**config.mk**
```make
export PLATFORM = sky130hd
export DESIGN_NAME = div3_unit
export DESIGN_NICKNAME = d
export VERILOG_FILES = /design/src/rtl/div3_pkg.sv /design/src/rtl/div3_chan_sum.sv /design/src/rtl/div3_lane.sv /design/src/rtl/div3_unit.sv
export SDC_FILE = /design/constraint.sdc
export NUM_CORES = 1
export LEC_CHECK = 0
export ABC_AREA = 1
export CAP_MARGIN = 40
export CORE_MARGIN = 3
export CORE_UTILIZATION = 40
export DETAILED_ROUTE_END_ITERATION = 12
export GPL_ROUTABILITY_DRIVEN = 0
export PLACE_DENSITY_LB_ADDON = 0.1
export SYNTH_ARGS = -nofsm -noshare
export SYNTH_HDL_FRONTEND = slang
export SYNTH_HIERARCHICAL = 1
export SYNTH_SLANG_ARGS = --single-unit
```
**constraint.sdc**
```tcl
create_clock -name clk -period 7.1 [get_ports clk]
set_input_delay 1.065 -clock clk [delete_from_list [all_inputs] [get_ports clk]]
set_output_delay 1.065 -clock clk [all_outputs]
set_load 0.005 [all_outputs]
```
**src/rtl/div3_pkg.sv**
```systemverilog
package div3_pkg;

    typedef enum logic {
        MODE_WORD = 1'b0,
        MODE_AVG  = 1'b1
    } div3_mode_e;

    // Control word travelling beside the data through both stages
    typedef struct packed {
        logic       vld;
        div3_mode_e mode;
    } div3_tag_t;

    // Reciprocal of three scaled by 2^(w+1), rounded up; exact for w-bit
    // unsigned operands when the product is shifted right by w+1.
    function automatic logic [63:0] recip_magic(input int unsigned w);
        return ((64'd1 << (w + 1)) + 64'd2) / 64'd3;
    endfunction

    // Width needed to hold the sum of n samples of cw bits each
    function automatic int unsigned sum_width(input int unsigned cw, input int unsigned n);
        return cw + $clog2(n);
    endfunction

endpackage

```
**src/rtl/div3_chan_sum.sv**
```systemverilog
module div3_chan_sum #(
    parameter int unsigned CHAN_W = 8,
    parameter int unsigned N_CHAN = 3,
    parameter int unsigned SUM_W  = 10
) (
    input  logic [N_CHAN*CHAN_W-1:0] chans_i,
    output logic [SUM_W-1:0]         sum_o
);

    logic [SUM_W-1:0] partial [N_CHAN+1];

    assign partial[0] = '0;

    for (genvar g = 0; g < N_CHAN; g++) begin : g_acc
        assign partial[g+1] = partial[g] + SUM_W'(chans_i[g*CHAN_W +: CHAN_W]);
    end

    assign sum_o = partial[N_CHAN];

endmodule

```
**src/rtl/div3_lane.sv**
```systemverilog
module div3_lane
    import div3_pkg::*;
#(
    parameter int unsigned W = 32
) (
    input  logic         clk,
    input  logic         rst,
    input  logic         vld_i,
    input  logic [W-1:0] x_i,
    output logic         vld_o,
    output logic [W-1:0] q_o,
    output logic [1:0]   r_o
);

    localparam int unsigned PW    = 2 * W;
    localparam int unsigned SHIFT = W + 1;
    localparam logic [W-1:0] MAGIC = W'(recip_magic(W));

    // Stage 1: operand times reciprocal
    logic          s1_vld;
    logic [W-1:0]  s1_x;
    logic [PW-1:0] s1_prod;

    always_ff @(posedge clk) begin
        if (rst) begin
            s1_vld <= 1'b0;
        end else begin
            s1_vld <= vld_i;
        end
        s1_x    <= x_i;
        s1_prod <= {{W{1'b0}}, x_i} * {{W{1'b0}}, MAGIC};
    end

    // Stage 2: drop the fraction, rebuild the remainder
    logic [PW-SHIFT-1:0] q_raw;
    logic [SHIFT-1:0]    frac_unused;
    logic [W-1:0]        q_c;
    logic [W+1:0]        tri_c;
    logic [W+1:0]        rem_c;

    assign {q_raw, frac_unused} = s1_prod;
    assign q_c   = W'(q_raw);
    assign tri_c = {2'b00, q_c} + {1'b0, q_c, 1'b0};
    assign rem_c = {2'b00, s1_x} - tri_c;

    always_ff @(posedge clk) begin
        if (rst) begin
            vld_o <= 1'b0;
        end else begin
            vld_o <= s1_vld;
        end
        q_o <= q_c;
        r_o <= rem_c[1:0];
    end

    AST_QUOT_NOT_OVER: assert property (@(posedge clk) disable iff (rst)
        s1_vld |-> (tri_c <= {2'b00, s1_x}));
    AST_REM_RANGE: assert property (@(posedge clk) disable iff (rst)
        s1_vld |-> (rem_c < (W+2)'(3)));

endmodule

```
**src/rtl/div3_unit.sv**
```systemverilog
module div3_unit
    import div3_pkg::*;
#(
    parameter int unsigned WORD_W = 32,
    parameter int unsigned CHAN_W = 8,
    parameter int unsigned N_CHAN = 3
) (
    input  logic                     clk,
    input  logic                     rst,
    input  logic                     in_valid,
    input  logic                     in_avg,
    input  logic [WORD_W-1:0]        in_word,
    input  logic [N_CHAN*CHAN_W-1:0] in_chans,
    output logic                     out_valid,
    output logic [WORD_W-1:0]        out_quot,
    output logic [1:0]               out_rem
);

    localparam int unsigned SUM_W    = sum_width(CHAN_W, N_CHAN);
    localparam int unsigned MAX_SUM  = N_CHAN * ((1 << CHAN_W) - 1);
    localparam int unsigned MAX_AVGQ = MAX_SUM / 3;

    div3_mode_e in_mode;
    assign in_mode = in_avg ? MODE_AVG : MODE_WORD;

    // Control pipeline, two stages to match the lanes
    div3_tag_t tag_s1, tag_s2;

    always_ff @(posedge clk) begin
        if (rst) begin
            tag_s1 <= '0;
            tag_s2 <= '0;
        end else begin
            tag_s1 <= '{vld: in_valid, mode: in_mode};
            tag_s2 <= tag_s1;
        end
    end

    // Channel sum feeding the narrow lane
    logic [SUM_W-1:0] chan_sum;

    div3_chan_sum #(
        .CHAN_W (CHAN_W),
        .N_CHAN (N_CHAN),
        .SUM_W  (SUM_W)
    ) u_sum (
        .chans_i (in_chans),
        .sum_o   (chan_sum)
    );

    logic              wide_vld, nar_vld;
    logic [WORD_W-1:0] wide_q;
    logic [SUM_W-1:0]  nar_q;
    logic [1:0]        wide_r, nar_r;

    div3_lane #(.W(WORD_W)) u_wide (
        .clk   (clk),
        .rst   (rst),
        .vld_i (in_valid && (in_mode == MODE_WORD)),
        .x_i   (in_word),
        .vld_o (wide_vld),
        .q_o   (wide_q),
        .r_o   (wide_r)
    );

    div3_lane #(.W(SUM_W)) u_narrow (
        .clk   (clk),
        .rst   (rst),
        .vld_i (in_valid && (in_mode == MODE_AVG)),
        .x_i   (chan_sum),
        .vld_o (nar_vld),
        .q_o   (nar_q),
        .r_o   (nar_r)
    );

    assign out_valid = tag_s2.vld;
    assign out_quot  = (tag_s2.mode == MODE_AVG) ? WORD_W'(nar_q) : wide_q;
    assign out_rem   = (tag_s2.mode == MODE_AVG) ? nar_r : wide_r;

    AST_ONE_LANE: assert property (@(posedge clk) disable iff (rst)
        $onehot0({wide_vld, nar_vld}));
    AST_LANE_ALIGN: assert property (@(posedge clk) disable iff (rst)
        tag_s2.vld |-> ((tag_s2.mode == MODE_AVG) ? nar_vld : wide_vld));
    AST_TWO_CYCLE: assert property (@(posedge clk) disable iff (rst)
        (!$past(rst) && !$past(rst, 2)) |-> (out_valid == $past(in_valid, 2)));
    AST_IDLE_QUIET: assert property (@(posedge clk) disable iff (rst)
        (!$past(rst) && !$past(rst, 2) && !$past(in_valid, 2)) |-> !out_valid);
    AST_AVG_BOUND: assert property (@(posedge clk) disable iff (rst)
        (out_valid && tag_s2.mode == MODE_AVG) |-> (out_quot <= WORD_W'(MAX_AVGQ)));

endmodule

```
* After elaboration in Yosys (flattened, before gate mapping)
Cells that the tools add are included.
Word-level totals: input port bits 60, output and inout bits 35, word-level logic and storage cells 23, register bits 136
Cells by class: multiplexer cells 3, $add $sub $neg 6, multiply operators 2
Operators by type and width (number):
- $mul 32x32->64 const B | 1
- $mux 31 | 1
- $mul 10x10->20 const B | 1
- $add 9x8->10 | 1
- $add 8x8->9 | 1
- $add 2x2->2 | 2
- $sub 2x2->2 | 2
- $mux 2 | 1
- $mux 1 | 1

* Longest topological paths before layout
depth after elaboration 3, depth in mapped cells 31, mapped depth without buffers 31

* Hierarchy
Netlist, hierarchy kept.
By module, submodules not included:
- div3_lane at u_wide | cells an instance 2391, area each 19733.9 um^2, times used 1, sequential area each 1361.3 um^2
- div3_lane at u_narrow | cells an instance 307, area each 2571.2 um^2, times used 1, sequential area each 480.5 um^2
- div3_chan_sum | cells an instance 73, area each 546.8 um^2, times used 1, sequential area each 0.0 um^2
- div3_unit | cells an instance 101, area each 474.2 um^2, times used 1, sequential area each 80.1 um^2

* Worst setup path after synthesis
No wires, ideal clock.
path kind input to register, start point input port in_word[5], end point register u_wide.s1_prod[46], cell stages on the path 24, arrival time 6.434 ns, buffers on the path 0, required time 6.987 ns, library setup time 0.113 ns, slack 0.554 ns, path through ha_1 xnor2_1 inv_1 ha_1 or2_2 fa_1 inv_1 fa_1 inv_1 fa_1 fa_1 fa_1 inv_1 fa_1 inv_1 ha_1 a21oi_1 o21ai_0 a21oi_1 nor2_1 o21ai_1 nand3_1 nand2_1 nand2_1
Between the ends: word-level cells in the longest chain between the ends 1
RTL lines:
- start: declaration | line div3_unit.sv:12 | input logic [WORD_W-1:0] in_word,
- $mul 32x32->64 | line div3_lane.sv:31 | s1_prod <= {{W{1'b0}}, x_i} * {{W{1'b0}}, MAGIC};
- end signal: assignment | line div3_lane.sv:31
- end: declaration | line div3_lane.sv:22 | logic [PW-1:0] s1_prod;
No other way between the ends. A chain may end at the register's enable or synchronous reset.

* Final worst setup path
start point input port in_word[16], end point register u_wide.s1_prod[56]
The elaborated chain is that of the path after synthesis.

==> summary.txt <==
worst relative slew slack -> 63.4%
Gate Count Post-Synth -> 2857
setup-violating endpoint count in the final report -> 0
initial antenna violation count -> 3
reg2reg setup slack -> 6.04 ns
Synthesized Nets -> 3733
vias in the first global route -> 20300
Core ar. -> 56900 um2
commonest non-fill, non-tap cell in the layout -> inv_1
worst hold path type -> flip-flop to flip-flop
DRT iter0 DRCs -> 1208
fin nets -> 4147
area grow syn2layout -> 22.9%
Post-Syn Area -> 23200 um2
most frequent cells in the layout -> inv_1 (834), nand2_1 (525), ha_1 (402)
drt via density -> 4.75
Critical Path Source Type -> input port
min cycle time layout -> 6.92 ns
Max Slew Vio Count -> 0
pin count of the biggest net entering global routing -> 36
period utilisation layout -> 97.5%
status -> complete, no violations
post-route cell area -> 28500 um2
worst-case clock buffer depth -> 2
Post-Route WL -> 74500 um
Arr. time, crit path -> 7.18 ns
first-pass GRT wire length -> 117000 um
die width -> 247 um
Synth warnings -> 6
GRT overflow -> 0
Clock Sinks -> 92
n_diodes -> 0
share of cells above drive strength 1 -> 17.6%
CTS Buf Count -> 9
H-Tree Depth -> 3
Root Buffer -> clkbuf_16
Worst Clk Skew -> 0.00710 ns
routed vias -> 19100
CTS tree -> built
wire length per cell -> 18.5 um
DRC -> 0
I/O pin cnt -> 95
clk slew on worst S/H paths -> 0.08 ns
first drt pass iteration count -> 5
FP Rows -> 87
Slew @ Worst Pin -> 0.544 ns
die height -> 247 um
Final Hold Viols -> 0
port bufs -> 93
synthesized area per cell -> 8.12 um2
GR Util All Layers -> 25.3%
crit path max fanout -> 4
clk_lat worst skew -> 0.36 ns
Max Cap Viol -> 0
Max Fclk -> 0.145 GHz
Initial Utilization -> 40.8%
placed inst area -> 27300 um2
DP Wirelength -> 68400 um
die area -> 60900 um2
Crit. End Element -> flip-flop
worst endpoint required time -> 7.36 ns
hold_buf cts -> 0
CP Class -> input port to flip-flop
Final ANT Viol Nets -> 0
[routing by layer]
layer	routed length (um)	GRT usage (%)
met3	3670	2.45
met4	1650	4.64
met1	35000	36.2
met2	34200	41.8
met5	13	0
[sequential cells by signal (all words and copies together) (netlist names)]
| signal | flops |
|---|---|
| u_narrow/s1_prod | 10 |
| u_narrow/r_o | 2 |
| u_narrow/q_o | 9 |
| u_narrow/s1_x | 1 |
| tag_s2 | 1 |
| tag_s1 | 2 |
| u_wide/q_o | 31 |
| u_wide/r_o | 2 |
| u_wide/s1_x | 1 |
| u_wide/s1_prod | 32 |
| out_valid | 1 |
[critical path, stage by stage]
cell	delay [ns]
dlygate4sd2_1	0.35
buf_4	0.20
ha_1	0.29
inv_1	0.06
fa_1	0.58
fa_1	0.46
fa_1	0.51
inv_1	0.06
fa_2	0.61
fa_1	0.45
fa_1	0.50
inv_1	0.05
fa_1	0.49
inv_1	0.09
ha_1	0.33
nand2_1	0.07
nand2_1	0.10
inv_1	0.07
o21ai_1	0.09
inv_1	0.07
nand2_1	0.08
nand2_1	0.08
nand2_1	0.10
a21oi_2	0.23
nand2_1	0.07
nand2_1	0.06
nand2_1	0.04
[through the flow]
step	setup WS [ns]	std cells	TNS (ns)	hold WS [ns]	util, %
3_3_place_gp	-0.794	4009	-14.39	0.311	48.0
2_1_floorplan	0.554	2857	0	0.310	-
5_1_grt	-0.0574	4032	-0.201	0.332	50.1
3_5_place_dp	-0.764	4009	-15.07	0.312	48.0
6_report	0.180	4032	0	0.330	50.1
4_1_cts	0.00422	4026	0	0.330	48.9
[cell type report]
cell class / count / area [um2]
timing repair buffer: 411 / 3350
tap: 756 / 946
sequential: 92 / 1840
inverter: 862 / 3240
clock buffer: 9 / 225
multi-input combinational: 1895 / 18800
fill: 5555 / 28400
clock inverter: 7 / 91.3
[repair_timing]
| action | 4_1_cts | 5_1_grt |
|---|---|---|
| pin swaps | 3 | 28 |
| resized for setup | 59 | 149 |
| endpoints found under the setup margin | 30 | 31 |
| setup buffers | 1 | 6 |
[path summary, 6_finish.rpt]
kind,from,endpoint,cells after the start
worst max-delay path,in_word[16],u_wide/s1_prod[56]$_DFF_P_,27
worst min-delay path,u_narrow/s1_prod[15]$_DFF_P_,u_narrow/q_o[4]$_DFF_P_,0
worst max register to register,u_narrow/s1_prod[0]$_DFF_P_,u_narrow/r_o[1]$_DFF_P_,4
worst min register to register,u_narrow/s1_prod[15]$_DFF_P_,u_narrow/q_o[4]$_DFF_P_,0
Power is not shown: default switching activity piles up to over one toggle a cycle in this logic, so the estimate is an artifact.
